[src/rtl/pwmfg_pkg.sv]
package pwmfg_pkg;

   typedef enum logic [2:0] {
      REG_CTRL = 3'd0,
      REG_STAT = 3'd1,
      REG_IEN  = 3'd2,
      REG_SAMP = 3'd3,
      REG_PER  = 3'd4,
      REG_CNT  = 3'd5
   } reg_sel_e;

   // control field positions
   localparam int C_EN     = 0;
   localparam int C_REP_LO = 1;
   localparam int C_SWR    = 3;
   localparam int C_DIV_LO = 4;
   localparam int C_POL_LO = 18;

   // status field positions
   localparam int S_FWE   = 6;
   localparam int S_CMP   = 5;
   localparam int S_ROV   = 4;
   localparam int S_EMPTY = 3;

   // interrupt enable positions
   localparam int I_CMP   = 2;
   localparam int I_ROV   = 1;
   localparam int I_EMPTY = 0;

   localparam logic [1:0] POL_ACTIVE_LOW = 2'b01;

endpackage

[src/rtl/pwmfg_prescale.sv]
module pwmfg_prescale #(
   parameter int DIV_W = 12
) (
   input  logic             clk,
   input  logic             rst_n,
   input  logic             run,
   input  logic [DIV_W-1:0] div,
   output logic             tick
);

   logic [DIV_W-1:0] pre_q;

   assign tick = run && (pre_q >= div);

   always_ff @(posedge clk or negedge rst_n) begin
      if (!rst_n)
         pre_q <= '0;
      else if (!run || tick)
         pre_q <= '0;
      else
         pre_q <= pre_q + 1'b1;
   end

   // a step is followed by a gap unless the divide ratio is one
   a_r3_tick_gap: assert property (@(posedge clk) disable iff (!rst_n)
      tick |=> (!tick || div == '0));

   a_r3_idle_clear: assert property (@(posedge clk) disable iff (!rst_n)
      !run |=> pre_q == '0);

endmodule

[src/rtl/pwmfg_fifo.sv]
module pwmfg_fifo #(
   parameter int WIDTH = 16,
   parameter int DEPTH = 4,
   localparam int LVL_W = $clog2(DEPTH + 1),
   localparam int PTR_W = (DEPTH > 1) ? $clog2(DEPTH) : 1
) (
   input  logic             clk,
   input  logic             rst_n,
   input  logic             clr,
   input  logic             push,
   input  logic             pop,
   input  logic [WIDTH-1:0] din,
   output logic [WIDTH-1:0] dout,
   output logic [LVL_W-1:0] level,
   output logic             full,
   output logic             empty
);

   logic [WIDTH-1:0] mem [DEPTH];
   logic [PTR_W-1:0] rd_p, wr_p, rd_n, wr_n;
   logic             push_ok, pop_ok;

   assign full    = (level == LVL_W'(DEPTH));
   assign empty   = (level == '0);
   assign push_ok = push && !full && !clr;
   assign pop_ok  = pop && !empty && !clr;
   assign dout    = mem[rd_p];

   generate
      if ((DEPTH & (DEPTH - 1)) == 0) begin : g_pow2
         assign rd_n = rd_p + 1'b1;
         assign wr_n = wr_p + 1'b1;
      end else begin : g_wrap
         assign rd_n = (rd_p == PTR_W'(DEPTH - 1)) ? '0 : rd_p + 1'b1;
         assign wr_n = (wr_p == PTR_W'(DEPTH - 1)) ? '0 : wr_p + 1'b1;
      end
   endgenerate

   always_ff @(posedge clk or negedge rst_n) begin
      if (!rst_n) begin
         rd_p  <= '0;
         wr_p  <= '0;
         level <= '0;
      end else if (clr) begin
         rd_p  <= '0;
         wr_p  <= '0;
         level <= '0;
      end else begin
         if (push_ok) wr_p <= wr_n;
         if (pop_ok)  rd_p <= rd_n;
         level <= level + LVL_W'(push_ok) - LVL_W'(pop_ok);
      end
   end

   always_ff @(posedge clk) begin
      if (push_ok) mem[wr_p] <= din;
   end

   // occupancy never passes the depth, a push into a full queue is dropped
   a_r5_level_bound: assert property (@(posedge clk) disable iff (!rst_n)
      level <= LVL_W'(DEPTH));

   a_r5_full_drop: assert property (@(posedge clk) disable iff (!rst_n)
      (full && push && !pop && !clr) |=> full);

   a_r12_flush: assert property (@(posedge clk) disable iff (!rst_n)
      clr |=> empty);

endmodule

[src/rtl/pwmfg_counter.sv]
module pwmfg_counter #(
   parameter int CNT_W = 16
) (
   input  logic             clk,
   input  logic             rst_n,
   input  logic             run,
   input  logic             tick,
   input  logic [CNT_W-1:0] period,
   input  logic [1:0]       rep_sel,
   output logic [CNT_W-1:0] cnt,
   output logic [CNT_W-1:0] cnt_nxt,
   output logic             wrap,
   output logic             win_end
);

   logic [2:0] rep_q;
   logic [2:0] reps_m1;

   always_comb begin
      case (rep_sel)
         2'd0:    reps_m1 = 3'd0;
         2'd1:    reps_m1 = 3'd1;
         2'd2:    reps_m1 = 3'd3;
         default: reps_m1 = 3'd7;
      endcase
   end

   assign wrap    = tick && (cnt >= period);
   assign cnt_nxt = wrap ? '0 : cnt + 1'b1;
   assign win_end = wrap && (rep_q >= reps_m1);

   always_ff @(posedge clk or negedge rst_n) begin
      if (!rst_n) begin
         cnt   <= '0;
         rep_q <= '0;
      end else if (!run) begin
         cnt   <= '0;
         rep_q <= '0;
      end else begin
         if (tick) cnt <= cnt_nxt;
         if (wrap) rep_q <= win_end ? 3'd0 : rep_q + 3'd1;
      end
   end

   // roll-over lands on zero, a plain step adds one
   a_r4_wrap_zero: assert property (@(posedge clk) disable iff (!rst_n)
      wrap |=> cnt == '0);

   a_r4_step: assert property (@(posedge clk) disable iff (!rst_n)
      (tick && !wrap) |=> cnt == $past(cnt) + 1'b1);

   a_r3_hold: assert property (@(posedge clk) disable iff (!rst_n)
      (run && !tick) |=> $stable(cnt));

endmodule

[src/rtl/pwmfg_wave.sv]
module pwmfg_wave #(
   parameter int CNT_W = 16
) (
   input  logic             clk,
   input  logic             rst_n,
   input  logic             clr,
   input  logic             run,
   input  logic             tick,
   input  logic             avail,
   input  logic [CNT_W-1:0] head,
   input  logic             win_end,
   input  logic [CNT_W-1:0] cnt,
   input  logic [CNT_W-1:0] cnt_nxt,
   input  logic [CNT_W-1:0] period,
   input  logic             pol_low,
   output logic             pop,
   output logic [CNT_W-1:0] cur,
   output logic             cmp_ev,
   output logic             pwm_out
);

   logic valid_q;
   logic act;

   assign pop    = run && avail && (!valid_q || win_end);
   assign cmp_ev = tick && valid_q && (cnt_nxt == cur);
   assign act    = run && valid_q && (cur != '0) &&
                   ((cnt < cur) || (cur >= period));
   assign pwm_out = act ^ pol_low;

   always_ff @(posedge clk or negedge rst_n) begin
      if (!rst_n) begin
         cur     <= '0;
         valid_q <= 1'b0;
      end else if (clr) begin
         cur     <= '0;
         valid_q <= 1'b0;
      end else if (pop) begin
         cur     <= head;
         valid_q <= 1'b1;
      end
   end

   // a zero sample never drives the active level
   a_r7_zero_sample: assert property (@(posedge clk) disable iff (!rst_n)
      (cur == '0) |-> (pwm_out == pol_low));

   // a stopped generator rests at the inactive level of the chosen polarity
   a_r8_idle_level: assert property (@(posedge clk) disable iff (!rst_n)
      !run |-> (pwm_out == pol_low));

   // a fetch makes a sample active on the next cycle
   a_r6_fetch_valid: assert property (@(posedge clk) disable iff (!rst_n)
      (pop && !clr) |=> valid_q);

endmodule

[src/rtl/pwm_fifo_gen.sv]
module pwm_fifo_gen
   import pwmfg_pkg::*;
#(
   parameter int DATA_W     = 32,
   parameter int ADDR_W     = 3,
   parameter int CNT_W      = 16,
   parameter int DIV_W      = 12,
   parameter int FIFO_DEPTH = 4
) (
   input  logic              clk,
   input  logic              rst_n,
   input  logic              bus_wr,
   input  logic [ADDR_W-1:0] bus_addr,
   input  logic [DATA_W-1:0] bus_wdata,
   output logic [DATA_W-1:0] bus_rdata,
   output logic              pwm_out,
   output logic              irq
);

   localparam int LVL_W = $clog2(FIFO_DEPTH + 1);

   generate
      if (DATA_W < 20) begin : g_bad_data
         $error("DATA_W must hold the polarity field");
      end
      if (ADDR_W < 3) begin : g_bad_addr
         $error("ADDR_W must index six registers");
      end
      if (CNT_W < 2 || CNT_W > 16) begin : g_bad_cnt
         $error("CNT_W must lie in 2..16");
      end
      if (DIV_W < 1 || DIV_W > 12) begin : g_bad_div
         $error("DIV_W must lie in 1..12");
      end
      if (FIFO_DEPTH < 2 || LVL_W > 3) begin : g_bad_depth
         $error("FIFO_DEPTH must lie in 2..7");
      end
   endgenerate

   // configuration state
   logic             en_q, swr_q;
   logic [1:0]       rep_q, pol_q;
   logic [DIV_W-1:0] div_q;
   logic [2:0]       ie_q;
   logic [CNT_W-1:0] per_q;
   logic             fwe_q, cmp_q, rov_q;

   // decoded bus accesses
   logic wr_ctrl, wr_stat, wr_ien, wr_samp, wr_per;
   logic unused_wdata;

   assign wr_ctrl = bus_wr && (bus_addr == ADDR_W'(REG_CTRL));
   assign wr_stat = bus_wr && (bus_addr == ADDR_W'(REG_STAT));
   assign wr_ien  = bus_wr && (bus_addr == ADDR_W'(REG_IEN));
   assign wr_samp = bus_wr && (bus_addr == ADDR_W'(REG_SAMP));
   assign wr_per  = bus_wr && (bus_addr == ADDR_W'(REG_PER));
   assign unused_wdata = ^bus_wdata;

   // datapath wiring
   logic             run, tick, wrap, win_end, pop, cmp_ev, pol_low;
   logic             push_req, fifo_full, fifo_empty, fwe_set;
   logic [CNT_W-1:0] cnt_q, cnt_nxt, head, cur;
   logic [LVL_W-1:0] fifo_level;

   assign run      = en_q && !swr_q;
   assign push_req = wr_samp && !swr_q;
   assign fwe_set  = push_req && fifo_full;
   assign pol_low  = (pol_q == POL_ACTIVE_LOW);

   pwmfg_prescale #(.DIV_W(DIV_W)) u_pre (
      .clk  (clk),
      .rst_n(rst_n),
      .run  (run),
      .div  (div_q),
      .tick (tick)
   );

   pwmfg_counter #(.CNT_W(CNT_W)) u_cnt (
      .clk    (clk),
      .rst_n  (rst_n),
      .run    (run),
      .tick   (tick),
      .period (per_q),
      .rep_sel(rep_q),
      .cnt    (cnt_q),
      .cnt_nxt(cnt_nxt),
      .wrap   (wrap),
      .win_end(win_end)
   );

   pwmfg_fifo #(.WIDTH(CNT_W), .DEPTH(FIFO_DEPTH)) u_fifo (
      .clk  (clk),
      .rst_n(rst_n),
      .clr  (swr_q),
      .push (push_req),
      .pop  (pop),
      .din  (bus_wdata[CNT_W-1:0]),
      .dout (head),
      .level(fifo_level),
      .full (fifo_full),
      .empty(fifo_empty)
   );

   pwmfg_wave #(.CNT_W(CNT_W)) u_wave (
      .clk    (clk),
      .rst_n  (rst_n),
      .clr    (swr_q),
      .run    (run),
      .tick   (tick),
      .avail  (!fifo_empty),
      .head   (head),
      .win_end(win_end),
      .cnt    (cnt_q),
      .cnt_nxt(cnt_nxt),
      .period (per_q),
      .pol_low(pol_low),
      .pop    (pop),
      .cur    (cur),
      .cmp_ev (cmp_ev),
      .pwm_out(pwm_out)
   );

   // control, enable and period registers
   always_ff @(posedge clk or negedge rst_n) begin
      if (!rst_n) begin
         en_q  <= 1'b0;
         swr_q <= 1'b0;
         rep_q <= '0;
         pol_q <= '0;
         div_q <= '0;
         ie_q  <= '0;
         per_q <= '0;
      end else begin
         if (wr_ctrl) begin
            en_q  <= bus_wdata[C_EN];
            rep_q <= bus_wdata[C_REP_LO +: 2];
            div_q <= bus_wdata[C_DIV_LO +: DIV_W];
            pol_q <= bus_wdata[C_POL_LO +: 2];
            swr_q <= bus_wdata[C_SWR];
         end else begin
            swr_q <= 1'b0;
         end
         if (wr_ien) ie_q  <= bus_wdata[2:0];
         if (wr_per) per_q <= bus_wdata[CNT_W-1:0];
      end
   end

   // event flags: set wins over a same-cycle clear
   always_ff @(posedge clk or negedge rst_n) begin
      if (!rst_n) begin
         fwe_q <= 1'b0;
         cmp_q <= 1'b0;
         rov_q <= 1'b0;
      end else if (swr_q) begin
         fwe_q <= 1'b0;
         cmp_q <= 1'b0;
         rov_q <= 1'b0;
      end else begin
         fwe_q <= (fwe_q && !(wr_stat && bus_wdata[S_FWE])) || fwe_set;
         cmp_q <= (cmp_q && !(wr_stat && bus_wdata[S_CMP])) || cmp_ev;
         rov_q <= (rov_q && !(wr_stat && bus_wdata[S_ROV])) || wrap;
      end
   end

   // interrupt fan-in
   logic [2:0] irq_src;
   assign irq_src[I_CMP]   = cmp_q;
   assign irq_src[I_ROV]   = rov_q;
   assign irq_src[I_EMPTY] = fifo_empty;
   assign irq = |(irq_src & ie_q);

   // read multiplexer
   always_comb begin
      bus_rdata = '0;
      case (bus_addr)
         ADDR_W'(REG_CTRL): begin
            bus_rdata[C_EN]               = en_q;
            bus_rdata[C_REP_LO +: 2]      = rep_q;
            bus_rdata[C_SWR]              = swr_q;
            bus_rdata[C_DIV_LO +: DIV_W]  = div_q;
            bus_rdata[C_POL_LO +: 2]      = pol_q;
         end
         ADDR_W'(REG_STAT): begin
            bus_rdata[S_FWE]       = fwe_q;
            bus_rdata[S_CMP]       = cmp_q;
            bus_rdata[S_ROV]       = rov_q;
            bus_rdata[S_EMPTY]     = fifo_empty;
            bus_rdata[LVL_W-1:0]   = fifo_level;
         end
         ADDR_W'(REG_IEN):  bus_rdata[2:0]       = ie_q;
         ADDR_W'(REG_SAMP): bus_rdata[CNT_W-1:0] = cur;
         ADDR_W'(REG_PER):  bus_rdata[CNT_W-1:0] = per_q;
         ADDR_W'(REG_CNT):  bus_rdata[CNT_W-1:0] = cnt_q;
         default:           bus_rdata = '0;
      endcase
   end

   // the reset request lasts one cycle and leaves the queue and flags clear
   a_r12_self_clear: assert property (@(posedge clk) disable iff (!rst_n)
      (swr_q && !wr_ctrl) |=> !swr_q);

   a_r12_flush_state: assert property (@(posedge clk) disable iff (!rst_n)
      swr_q |=> (fifo_level == '0 && !fwe_q && !cmp_q && !rov_q && cnt_q == '0));

   // a flag holds until a write of one or the software reset
   a_r10_rov_hold: assert property (@(posedge clk) disable iff (!rst_n)
      (rov_q && !wr_stat && !swr_q) |=> rov_q);

   // with every enable off the line stays quiet
   a_r11_irq_quiet: assert property (@(posedge clk) disable iff (!rst_n)
      (ie_q == '0) |-> !irq);

   // an overflow push always raises the write error flag
   a_r5_fwe_raise: assert property (@(posedge clk) disable iff (!rst_n)
      fwe_set |=> fwe_q);

endmodule

[config.mk]
export PLATFORM = sky130hd
export DESIGN_NAME = pwm_fifo_gen
export DESIGN_NICKNAME = d
export VERILOG_FILES = /design/src/rtl/pwmfg_pkg.sv /design/src/rtl/pwmfg_prescale.sv /design/src/rtl/pwmfg_fifo.sv /design/src/rtl/pwmfg_counter.sv /design/src/rtl/pwmfg_wave.sv /design/src/rtl/pwm_fifo_gen.sv
export SDC_FILE = /design/constraint.sdc
export NUM_CORES = 1
export LEC_CHECK = 0
export CORE_MARGIN = 3
export CORE_UTILIZATION = 27
export CTS_BUF_LIST = sky130_fd_sc_hd__clkbuf_4 sky130_fd_sc_hd__clkbuf_8
export DETAILED_ROUTE_END_ITERATION = 10
export GPL_TIMING_DRIVEN = 0
export PLACE_DENSITY = 0.48
export SLEW_MARGIN = 25
export SYNTH_ARGS = -nofsm -noshare
export SYNTH_HDL_FRONTEND = slang
export SYNTH_SLANG_ARGS = --single-unit
[constraint.sdc]
create_clock -name clk -period 4.4 [get_ports clk]
set_input_delay 0.88 -clock clk [delete_from_list [all_inputs] [get_ports clk]]
set_output_delay 0.88 -clock clk [all_outputs]
set_load 0.01 [all_outputs]
# ---- After elaboration in Yosys (flattened, before gate mapping)
# Memories as Yosys holds them, arrays and structs flattened.
# Index checks and enable logic that the tools add are counted.
dict set report word_totals {
  register_bits 95
  ramBits 64
  in_bits 38
  mem_count 1
}
dict set report classes {
  n_addsub 7
  n_lt_le_gt_ge 5
  eq_ne 12
  muxes 27
  n_bitwise 2
  n_reduce_logical 50
}
# memory depth width rd rd_ports_with_merged_regs wr line
set mem_list {}
lappend mem_list {u_fifo.mem 4 16 1 0 1 pwmfg_fifo.sv:19} ;# logic [WIDTH-1:0] mem [DEPTH];
# operator n
set ops {}
lappend ops {{two-way mux 16 bit} 5}
lappend ops {{one-hot mux 9 bit (4 select lines)} 1}
lappend ops {{greater-or-equal comparator 16 bit} 2}
lappend ops {{logical AND 1 bit} 28}
lappend ops {{one-hot mux 4 bit (5 select lines)} 1}
lappend ops {{one-hot mux 3 bit (6 select lines)} 1}
lappend ops {{adder 16 x 1 -> 16 bit (second input constant)} 1}
lappend ops {{== test 16 bit} 1}
lappend ops {{< comparator 16 bit} 1}
lappend ops {{nonzero test 16 bit} 1}
lappend ops {{adder 12 x 1 -> 12 bit (second input constant)} 1}
lappend ops {{greater-or-equal comparator 12 bit} 1}
lappend ops {{two-way mux 12 bit} 1}
lappend ops {{two-way mux 3 bit} 4}
lappend ops {{two-way mux 2 bit} 5}
lappend ops {{== test 3 bit (second input constant)} 3}
lappend ops {{one-hot mux 3 bit (3 select lines)} 1}
lappend ops {{zero test 1 bit} 8}
lappend ops {{two-way mux 1 bit} 8}
lappend ops {{== test 3 x 2 -> 1 bit (second input constant)} 2}
lappend ops {{zero test 3 bit} 2}
lappend ops {{logical OR 1 bit} 6}
lappend ops {{nonzero test 2 bit} 3}
lappend ops {{adder 2 x 1 -> 2 bit (second input constant)} 2}
lappend ops {{other kinds (12)} 14}

# ---- Depth between registers and ports, before layout
dict set report logic_depth {
  depth_word 11
  depth_mapped 19
}

# ---- Cells and area by module
# From an unflattened synthesis, not the netlist that was laid out.
dict set report hier_totals {
  hier_cells 911
  area_unflattened_um2 9860.7
}
# module n_inst cells_each area_each_um2
set modules_own_cells {}
lappend modules_own_cells {pwmfg_fifo 1 132 2819.0}
lappend modules_own_cells {pwm_fifo_gen 1 206 2353.5}
lappend modules_own_cells {pwmfg_counter 1 261 2028.2}
lappend modules_own_cells {pwmfg_wave 1 209 1669.1}
lappend modules_own_cells {pwmfg_prescale 1 103 991.0}

# ---- Worst setup path after synthesis
# Ideal clock, no wire load.
dict set report synth_path {
  path_type {reg2reg}
  start {reg u_cnt.cnt[15]}
  end {reg u_fifo.level[2]}
  setup_time_ns 0.132
  arrival_ns 3.395
  setup_slack_ns 0.873
  path_stages_with_launch 18
  path_buffers 1
  path_cell_list {dfrtp_1 -> ha_1 -> nand4_1 -> nor3_1 -> o311ai_1 -> and4b_4 -> o32ai_4 -> nand2_2 -> inv_2 -> buf_2 -> ha_1 -> inv_1 -> ha_1 -> inv_1 -> fa_1 -> xor2_1 -> xnor2_1 -> nor2_1}
}
dict set report synth_between {
  elab_chain_len 9
}
# item line
set synth_lines {}
lappend synth_lines {{start: declaration} pwmfg_counter.sv:10} ;# output logic [CNT_W-1:0] cnt,
lappend synth_lines {{start signal: assignment} pwmfg_counter.sv:40} ;# if (tick) cnt <= cnt_nxt;
lappend synth_lines {{greater-or-equal comparator 16 bit} pwmfg_counter.sv:28} ;# assign wrap = tick && (cnt >= period);
lappend synth_lines {{logical AND 1 bit} pwmfg_counter.sv:28}
lappend synth_lines {{logical AND 1 bit} pwmfg_counter.sv:30} ;# assign win_end = wrap && (rep_q >= reps_m1);
lappend synth_lines {{logical OR 1 bit} pwmfg_wave.sv:25} ;# assign pop = run && avail && (!valid_q || win_end);
lappend synth_lines {{logical AND 1 bit} pwmfg_wave.sv:25}
lappend synth_lines {{logical AND 1 bit (2 in a row)} pwmfg_fifo.sv:26} ;# assign pop_ok = pop && !empty && !clr;
lappend synth_lines {{subtractor 3 x 1 -> 3 bit} pwmfg_fifo.sv:51} ;# level <= level + LVL_W'(push_ok) - LVL_W'(pop_ok);
lappend synth_lines {{two-way mux 3 bit} pwmfg_fifo.sv:44} ;# end else if (clr) begin
lappend synth_lines {{end signal: assignment} pwmfg_fifo.sv:51}
lappend synth_lines {{end: declaration} pwmfg_fifo.sv:14} ;# output logic [LVL_W-1:0] level,
# Every way passes these cells.
# A chain may end at the register's enable or synchronous reset.

# ---- Worst setup path in the final report
dict set report layout_path {
  start {in bus_addr[0]}
  end {out bus_rdata[5]}
}
dict set report layout_between {
  elab_chain_len 2
  elab_cells_between_ends 6
}
# item line
set layout_lines {}
lappend layout_lines {{start: declaration} pwm_fifo_gen.sv:13} ;# input logic [ADDR_W-1:0] bus_addr,
lappend layout_lines {{== test 3 bit (tied with other cells)} pwm_fifo_gen.sv:175} ;# case (bus_addr)
lappend layout_lines {{one-hot mux 4 bit (5 select lines) (*)} pwm_fifo_gen.sv:175}
lappend layout_lines {{end: declaration} pwm_fifo_gen.sv:15} ;# output logic [DATA_W-1:0] bus_rdata,
# Every way passes the cells marked *; elsewhere a longest branch is shown, timed or not.

==> run_results.csv <==
group,metric,value,unit
outcome,outcome,"finished, final reports clean",
synth,synth_xor_xnor_area_share,0.03171,
sta,max_freq,0.2329,GHz
clock_network,ctsHoldBuffers,0,
worst_setup_path,cp.required,3520,ps
worst_setup_path,endpoint_kind,"primary output",
clock_network,clock_latency,480,ps
synth,synth_top_family_by_area,"compound AO/OA/AOI/OAI gates",
flow_run,timing.max_cap.violations,0,
worst_setup_path,critPathLaunchType,"input port",
sta,clock_skew,22.18,ps
sta,rsz0062_at_grt,"false",
drt,drtAntennaViolNets,0,
clock_network,tritoncts,"done",
worst_setup_path,cp_cell_sequence,"clkdlybuf4s50_1 -> clkbuf_2 -> clkbuf_2 -> mux4_2 -> inv_1 -> o21ai_0 -> clkdlybuf4s50_1",
worst_setup_path,crit_type,"input port to primary output",
drt,firstDrtPassIters,5,
sta,finalHoldViolCount,0,
synth,synth-simple-area-share,0.1405,
cells_and_area,num_antenna_cells,0,
sta,period_needed,4294,ps
drt,routedWlPerCell,19.51,um
global_routing,antenna_found_initial,0,
sta,post-route-period-util,0.9759,
power,power.density,428.4,nW/um^2
global_routing,grt_pass1_vias,7029,
drt,vias,7057,
placement,post-place-ws,-596.4,ps
cells_and_area,fillers,3510,
floorplan,die-area,36910,um^2
synth,ys_ff_latch,159,
placement,place.port_buffers,43,
cells_and_area,area_growth,15.84,%
drt,wl,27640,um
global_routing,grt_pass1_wl,42950,um
power,peakVddDrop,0.1990,mV
synth,syn_inst,881,
synth,synth_area,9353,um^2
worst_setup_path,crit_fanout,19,
synth,seq_area_frac_synth,0.4597,
global_routing,grt_overflow,0,
clock_network,cts_max_path_buffers,2,
clock_network,clock_sinks,159,
drt,drc,0,
worst_setup_path,cp.buffers_inverters,5,
sta,slew_violations,0,
placement,gp_congestion,0.8949,
synth,synth_edf_count,64,
worst_setup_path,cp_slowest_stage_delay,650,ps
drt,viasPerCell,4.980,
placement,hpwl,21480,um
synth,yosysUniqueCellTypes,69,
synth,synth_adder_area_share,0.09712,
synth,synth_compound_area_frac,0.1433,
synth,syn-mean-instance-area,10.62,um^2
global_routing,grt_max_degree,70,
floorplan,io_pins,72,
worst_setup_path,cp_top_family,"buffers and inverters",
sta,setup_viol,0,
clock_network,path_clk_slew,100,ps
cells_and_area,instances_no_fill,1417,
synth,synth_ff_type,"dfrtp_1",
synth,yosys_warnings,0,
min_path,hold_class,"input port to async pin",
cells_and_area,nets,1067,
sta,worstMarginPinSlew,888.6,ps
drt,first_iter_violations,549,
synth,muxShareOfSynthArea,0.07251,
synth,synth-async-reset-ratio,0.5975,
power,cellLeakagePower,4.429,nW
sta,maxSlewHeadroom,0.4076,
sta,setup_ws,106.0,ps
clock_network,cts_made_buffers,17,
floorplan,die_h,192.1,um
worst_setup_path,arrival,3410,ps
floorplan,row_count,67,
floorplan,core_region_area,33870,um^2
placement,placedCellCount,1386,
worst_setup_path,critPathSlowestCell,"clkdlybuf4s50_1",
cells_and_area,drive_gt1_frac,0.1238,
global_routing,grt_use_total,0.1563,
floorplan,start_util,0.2762,
floorplan,die_w,192.1,um
clock_network,root_buffer,"clkbuf_8",
clock_network,h-tree-depth,4,
==> cells in the final DEF (no fill, tap or decap), types with 12 or more instances in the layout <==
master and count:
clkbuf_1 28, edfxtp_1 64, a21o_1 21, o21ai_0 66
mux2_2 12, nor3_1 14, xor2_1 13, nand3_1 45
clkbuf_8 17, a22oi_1 19, xnor2_1 19, mux4_2 21
dfrtp_1 93, nand2_1 71, ha_1 71, inv_1 61
clkdlybuf4s50_1 41, nor2_1 57, conb_1 14, a21oi_1 30
buf_4 18, o31ai_1 17
==> through the flow <==
stage	area, um^2	hold slack, ps	util	power [mW]	TNS, ps
floorplan	9402	466.6	-	2.973	0
global placement	10390	501.7	0.3069	3.544	-159990
detailed placement	10420	514.3	0.3077	3.563	-6811
CTS	10810	248.5	0.3191	4.684	0
global route	10830	247.9	0.3199	4.955	0
finish	10830	265.6	0.3199	4.641	0
==> layout make-up <==
type	count	area (um^2)	share of cell area
multi-input cells	616	4602	0.4248
flip-flops and latches	159	4302	0.3970
well taps	448	560.5	0.05174
repair buffers	46	476.7	0.04400
plain buffers	54	274.0	0.02529
clock buffers	19	249.0	0.02298
inverters	63	236.5	0.02183
clock inverters	12	133.9	0.01236
==> layer usage <==
metal	track usage	routed length, um
met3	0.03815	1704
met4	0.04371	502
met5	0	0
met1	0.2193	13090
met2	0.2403	12340
==> Yosys cell counts, types with 6 or more instances <==
cell type,number,area share
inv_1,62,0.025
a22oi_1,19,0.015
o21ai_0,66,0.035
o211ai_1,7,0.0056
nand2_1,71,0.028
nor3_1,15,0.0080
and3_1,10,0.0067
nand2b_1,9,0.0060
o31ai_1,17,0.014
nor2b_1,7,0.0047
nand4_1,9,0.0060
ha_1,71,0.095
and2_1,7,0.0047
mux2_2,12,0.014
a21o_1,21,0.017
a31oi_1,6,0.0040
xnor2_1,19,0.018
dfrtp_1,95,0.25
nor2_1,58,0.023
edfxtp_1,64,0.21
xor2_1,13,0.012
mux2i_1,7,0.0075
buf_4,16,0.013
a21oi_1,30,0.016
clkbuf_1,32,0.013
mux4_2,21,0.051
nand3_1,45,0.024
==> worst reg2reg max path: stages, from the launching register on <==
cell       delay [ps]
dfrtp_1           480
ha_1              330
nand2b_4          150
a2111oi_4         360
o21ai_2           170
a32oi_4           480
o32ai_4           200
nand2_2           190
inv_2             100
buf_2             220
ha_1              300
inv_1              60
ha_1              130
inv_1              50
fa_1              370
xor2_1            160
xnor2_1           140
nor2_1             50
==> timing repair <==
item	in CTS	in global routing
buffers inserted	0	2
endpoints found under the hold margin	0	0
resized for setup	7	4
pin swaps	0	1
setup endpoints to repair	17	11
cloned	0	0
==> kinds of logic (layout without fill, tap and decap cells) <==
logic type / count (synthesis) / after routing
compound gates: 197 / 197
xor+xnor: 33 / 33
fa+ha+maj: 72 / 72
buf+inv: 119 / 194
flops: 159 / 159
mux: 40 / 40
other cells: 1 / 14
simple gates: 260 / 260
==> flip-flops by register name, summed over array words and instances (netlist names) <==
signal          flops
u_wave.valid_q      1
u_pre.pre_q        12
u_cnt.cnt          16
u_fifo.rd_p         2
fwe_q               1
rep_q               2
u_wave.cur         16
u_fifo.level        3
en_q                1
ie_q                3
u_fifo.mem         64
cmp_q               1
u_cnt.rep_q         3
per_q              16
div_q              12
swr_q               1
u_fifo.wr_p         2
rov_q               1
pol_q               2
==> path summary, 6_finish.rpt <==
check / from / to / slack (ps) / depth (start not counted)
max: bus_addr[0] / bus_rdata[5] / 110 / 7
max in group asynchronous: rst_n / u_pre.pre_q[6] / 3430 / 2
min: rst_n / u_cnt.rep_q[0] / 270 / 1
min in group clk: u_pre.pre_q[0] / u_pre.pre_q[0] / 510 / 1
min reg2reg: u_pre.pre_q[0] / u_pre.pre_q[0] / 510 / 1
max reg2reg: div_q[0] / u_fifo.level[2] / 340 / 17
==> power by group <==
part	internal (mW)	switching [mW]	total (mW)
Combinational	0.686	0.879	1.57
Clock	0.517	0.582	1.10
Sequential	1.73	0.243	1.98
No activity file was read; power rests on OpenSTA's default activity.
